--- src/rtl/wreq_pkg.sv ---
package wreq_pkg;
  typedef enum logic [1:0] {
    MODE_OFF  = 2'd0,
    MODE_WAIT = 2'd1,
    MODE_REQ  = 2'd2
  } wreq_mode_e;
endpackage

--- src/rtl/wreq_wait_gen.sv ---
module wreq_wait_gen (
  input  logic dir_tx_i,
  input  logic cs_i,
  input  logic rd_i,
  input  logic wr_i,
  input  logic rx_avail_i,
  input  logic tx_empty_i,
  output logic stall_o
);
  logic rx_stall, tx_stall;

  assign rx_stall = !dir_tx_i && cs_i && rd_i && !rx_avail_i;
  assign tx_stall =  dir_tx_i && cs_i && wr_i && !tx_empty_i;
  assign stall_o  = rx_stall || tx_stall;
endmodule

--- src/rtl/wreq_req_gen.sv ---
module wreq_req_gen (
  input  logic clk_i,
  input  logic rst_ni,
  input  logic dir_tx_i,
  input  logic sync_mode_i,
  input  logic bus_busy_i,
  input  logic rx_avail_i,
  input  logic tx_empty_i,
  input  logic crc_end_i,
  input  logic active_i,
  output logic pulse_o,
  output logic req_o
);
  logic crc_q, need;

  always_ff @(posedge clk_i or negedge rst_ni) begin
    if (!rst_ni) crc_q <= 1'b0;
    else         crc_q <= crc_end_i;
  end

  assign need    = dir_tx_i ? tx_empty_i : rx_avail_i;
  // edge-detected so a held event yields a single pulse
  assign pulse_o = crc_end_i && !crc_q && dir_tx_i && sync_mode_i;
  // a request may drop at any time but only rises outside a bus cycle
  assign req_o   = (need && (!bus_busy_i || active_i)) || pulse_o;


  pulse_single_chk: assert property (@(posedge clk_i) disable iff (!rst_ni)
    pulse_o |=> !pulse_o);
endmodule

--- src/rtl/serial_wreq_ctrl.sv ---
module serial_wreq_ctrl
  import wreq_pkg::*;
(
  input  logic clk_i,
  input  logic rst_ni,
  input  logic fn_en_i,
  input  logic req_mode_i,
  input  logic dir_tx_i,
  input  logic cs_i,
  input  logic rd_i,
  input  logic wr_i,
  input  logic rx_avail_i,
  input  logic tx_empty_i,
  input  logic crc_end_i,
  input  logic sync_mode_i,
  output logic wreq_no
);
  wreq_mode_e mode;
  logic bus_busy, stall, req, pulse, out_q, out_d;

  assign mode     = !fn_en_i ? MODE_OFF : (req_mode_i ? MODE_REQ : MODE_WAIT);
  assign bus_busy = cs_i && (rd_i || wr_i);

  wreq_wait_gen u_wait (
    .dir_tx_i   (dir_tx_i),
    .cs_i       (cs_i),
    .rd_i       (rd_i),
    .wr_i       (wr_i),
    .rx_avail_i (rx_avail_i),
    .tx_empty_i (tx_empty_i),
    .stall_o    (stall)
  );

  wreq_req_gen u_req (
    .clk_i       (clk_i),
    .rst_ni      (rst_ni),
    .dir_tx_i    (dir_tx_i),
    .sync_mode_i (sync_mode_i),
    .bus_busy_i  (bus_busy),
    .rx_avail_i  (rx_avail_i),
    .tx_empty_i  (tx_empty_i),
    .crc_end_i   (crc_end_i),
    .active_i    (out_q),
    .pulse_o     (pulse),
    .req_o       (req)
  );

  always_comb begin
    unique case (mode)
      MODE_WAIT: out_d = stall;
      MODE_REQ:  out_d = req;
      default:   out_d = 1'b0;
    endcase
  end

  always_ff @(posedge clk_i or negedge rst_ni) begin
    if (!rst_ni) out_q <= 1'b0;
    else         out_q <= out_d;
  end

  assign wreq_no = !out_q;


  off_idle_chk: assert property (@(posedge clk_i) disable iff (!rst_ni)
    !fn_en_i |=> wreq_no);


  wait_rx_chk: assert property (@(posedge clk_i) disable iff (!rst_ni)
    (fn_en_i && !req_mode_i && !dir_tx_i && cs_i && rd_i && !rx_avail_i) |=> !wreq_no);


  wait_release_chk: assert property (@(posedge clk_i) disable iff (!rst_ni)
    (mode == MODE_WAIT && !stall) |=> wreq_no);


  holdoff_chk: assert property (@(posedge clk_i) disable iff (!rst_ni)
    (mode == MODE_REQ && bus_busy && wreq_no && !pulse) |=> wreq_no);


  pulse_out_chk: assert property (@(posedge clk_i) disable iff (!rst_ni)
    (mode == MODE_REQ && pulse) |=> !wreq_no);
endmodule

--- config.mk ---
export PLATFORM = sky130hd
export DESIGN_NAME = serial_wreq_ctrl
export DESIGN_NICKNAME = d
export VERILOG_FILES = /design/src/rtl/wreq_pkg.sv /design/src/rtl/wreq_wait_gen.sv /design/src/rtl/wreq_req_gen.sv /design/src/rtl/serial_wreq_ctrl.sv
export SDC_FILE = /design/constraint.sdc
export NUM_CORES = 1
export LEC_CHECK = 0
export BUFFER_PORTS_ARGS = -buffer_cell sky130_fd_sc_hd__buf_2
export CAP_MARGIN = 20
export CORE_AREA = 2 2 39 41
export DETAILED_ROUTE_END_ITERATION = 16
export DIE_AREA = 0 0 41 43
export SYNTH_ARGS = -nofsm -noshare
export SYNTH_HDL_FRONTEND = slang
export SYNTH_HIERARCHICAL = 1
export SYNTH_SLANG_ARGS = --single-unit
--- constraint.sdc ---
create_clock -name clk_i -period 1.13 [get_ports clk_i]
set_input_delay 0.2825 -clock clk_i [delete_from_list [all_inputs] [get_ports clk_i]]
set_output_delay 0.2825 -clock clk_i [all_outputs]
set_load 0.1 [all_outputs]
### Yosys cells after proc, flatten, opt, wreduce, memory -nomap -nowiden

Index checks and enable logic that the tools add are counted.

* bits of input ports: 12
* register bits: 2

* reductions and logical operators: 21
* muxes and demuxes: 4
* equal/unequal tests: 2

Operators with widths (count)
* logical AND 1 bit: 11
* logical NOT 1 bit: 6
* logical OR 1 bit: 4
* two-way mux 2 bit: 2
* equality test 2 x 1 -> 1 bit (second input constant): 1
* equality test 2 bit (second input constant): 1
* case mux 1 bit (2 select lines): 1
* two-way mux 1 bit: 1

### Logic depth before layout (Yosys ltp)

* word-level depth: 7
* gate-level depth with buffers: 5
* gate-level depth less buffers: 5

### By module

The synthesis kept the hierarchy.

By module, submodules not included
* wreq_req_gen: area each 58.8 sq um, cells each 5, instances 1, seq. area each 25.0 sq um
* serial_wreq_ctrl: area each 52.6 sq um, cells each 5, instances 1, seq. area each 25.0 sq um
* wreq_wait_gen: area each 23.8 sq um, cells each 3, instances 1, seq. area each 0.0 sq um

### Worst setup path before layout

Ideal clock, no wire load.

* path type: reg-to-output
* start point: register out_q
* end point: output wreq_no
* cell stages (with the launch flop): 2
* setup slack: -0.099 ns
* buffers on the path: 0
* arrival: 0.946 ns
* path through: dfrtp_1 > inv_1

* word-level cells in the longest chain between the ends: 1

Ends and longest elaborated chain
* start: declaration: line serial_wreq_ctrl.sv:19 `logic bus_busy, stall, req, pulse, out_q, out_d;`
* start signal: assignment: line serial_wreq_ctrl.sv:58 `else out_q <= out_d;`
* logical NOT 1 bit: line serial_wreq_ctrl.sv:61 `assign wreq_no = !out_q;`
* end: declaration: line serial_wreq_ctrl.sv:16 `output logic wreq_no`

Every way passes these cells.

### Worst setup path in the final report

Ends and elaborated chain as after synthesis.

==> run metrics <==
Std-Cell Core Area ~1400 sq um; clk sinks 2; syn_area_per_cell 10.39 sq um; post-synthesis sequential area ratio 0.3704; R2R Setup Slk 80 ps; diodes inserted 0; most frequent cells in the layout 11 x buf_2, 3 x clkbuf_4, 2 x mux2i_1, 2 x nor2b_1, 2 x dfrtp_1; failing checks setup timing; sw power 78.85 uW; peak supply drop 0.3115 mV; DR pass1 iterations 1; Global Route Usage Sum 0.05823; worst skew pair latency 220 ps; total congestion overflow 0; CP Launch Type register; Required @ worst endpoint 850 ps; FMAX 861.8 MHz; Clock transition at path regs 30 ps; Die Width 41 microns; Slew Viols, Final 0; CTS max path bufs 2; Period Utilization, post-route 1.027; clk_skew approximately 2.6 ps; layout cells sized above 1 0.5667; Rel. slew slack 0.8873; critical path type register to primary output; drt drc 0; wire per inst 8.587 microns; multi-input logic area roughly 81 sq um; Initial DRC Count 0; synthesis-to-finish area growth 102.8%; max-cap violations 0; Non-Filler Instances 46; Final Cell Area 274.0 sq um; die area 1763 sq um; minimum clock period around 1200 ps; cell at the slowest stage of the critical path dfrtp_1; Layout Nets 44; initial core utilization 0.09765; CP endpoint kind primary output; CP Max Fanout 2; PwrDens 1136 nW/um^2; Yosys reg bits 2; Comb power frac 0.241; final hold violation count 0; dpl cell area 234.0 sq um; clock root buffer clkbuf_4; RSZ-0062 raised after global routing yes; placed cell count 41; status complete, but fails checks; CTS Buf Count 3; Final Core Density 0.1980; commonest non-fill, non-tap cell in the layout buf_2; setup ws final -30.36 ps; CTS tree done; synthesized area 135.1 sq um; FP Rows 14; syn_nets 25; H-tree levels 1; Switching Fraction 0.2532; Buf/Inv on CP 2; port buffer count 12; CP peak stage delay around 370 ps; Via-to-Cell Ratio 3.391; Post-Syn Instances 13; Hold Crit Class input port to register; Final ANT Viol Nets 0; vias in the first global route 180; die height 43 microns; Pwr Total around 310 uW; initial antenna violation count 0; internal power 232.5 uW; delay-heaviest family, CP flip-flops; Clk pwr share 0.507; synth unique cells 10; Sequential Power Share 0.252; LEAKAGE 0.1386 nW; hold_ws 184.0 ps; worst-margin pin slew 164.4 ps; first-pass GRT wire length 586 microns; largest net degree at the start of global routing 5; Vias 156; worst-path cell chain clkinvlp_4 -> buf_12; crit path DAT 880 ps; FILL cells roughly 160; Reg area 50.05 sq um; num ports 13; DP Wirelength ~300 microns; placer congestion estimate 0.5565; final setup fails 1; Total Wirelength 395 microns; Syn. warnings 6
registers in the layout, indices dropped and copies added, names as in the netlist:
signal,flops
out_q,1
u_req/crc_q,1
power by group through the flow:
stage	clock, mW	sequential [mW]	combinational, mW
finish	0.158	0.0785	0.0750
floorplan	0	0.0792	0.0340
global placement	0	0.0795	0.0694
global route	0.170	0.0785	0.0805
CTS	0.172	0.0786	0.0726
detailed placement	0	0.0794	0.0699
final timing paths:
path                                  from               endpoint  cells past startpoint
max reg2reg                out_q$_DFF_PN0_        out_q$_DFF_PN0_                      5
min                              crc_end_i  u_req/crc_q$_DFF_PN0_                      1
min reg2reg                out_q$_DFF_PN0_        out_q$_DFF_PN0_                      5
min in group asynchronous           rst_ni        out_q$_DFF_PN0_                      2
max in group asynchronous           rst_ni  u_req/crc_q$_DFF_PN0_                      2
max                        out_q$_DFF_PN0_                wreq_no                      2
cells by family after synthesis:
group           Yosys count  share of synthesized area
simple gates              6                     0.3426
mux                       2                     0.1482
compound gates            2                     0.1112
buf+inv                   1                    0.02775
flops                     2                     0.3704
per-stage QoR:
step / TNS, ps / setup WS [ps]
after floorplan: 0 / 65.82
after global placement: 0 / 36.71
after detailed placement: 0 / 30.51
after CTS: -52.63 / -52.63
after global routing: -56.76 / -56.76
final: -30.36 / -30.36
area by class of cell:
type / instances / area share
multi-input cells: 10 / 0.2968
clock buffers: 3 / 0.08219
repair buffers: 14 / 0.3379
well taps: 16 / 0.07306
inverters: 1 / 0.02740
flip-flops and latches: 2 / 0.1826
layer usage:
metal,vias to the layer above,wire [microns],GRT usage
met2,7,215,0.08438
li1,83,-,-
met5,-,0,0
met1,66,136,0.03859
met3,0,42,0.02094
met4,0,0,0.1000
synthesized netlist by cell type:
library cell  n  area (sq um)
and4b_1       1         10.01
dfrtp_1       2         50.05
inv_1         1         3.750
mux2i_1       2         20.02
nand2_1       1         3.750
nand4b_1      1         8.760
nand4bb_1     1         11.26
nor2b_1       2         12.51
o21a_1        1         7.510
o21bai_1      1         7.510
what timing repair did:
item | CTS | global route
setup buffers | 0 | 1
hold endpoints to repair | 2 | 0
endpoints found under the setup margin | 1 | 1
gates resized for setup | 0 | 0
hold buffers | 1 | 0
(Power assumes the default switching activity.)
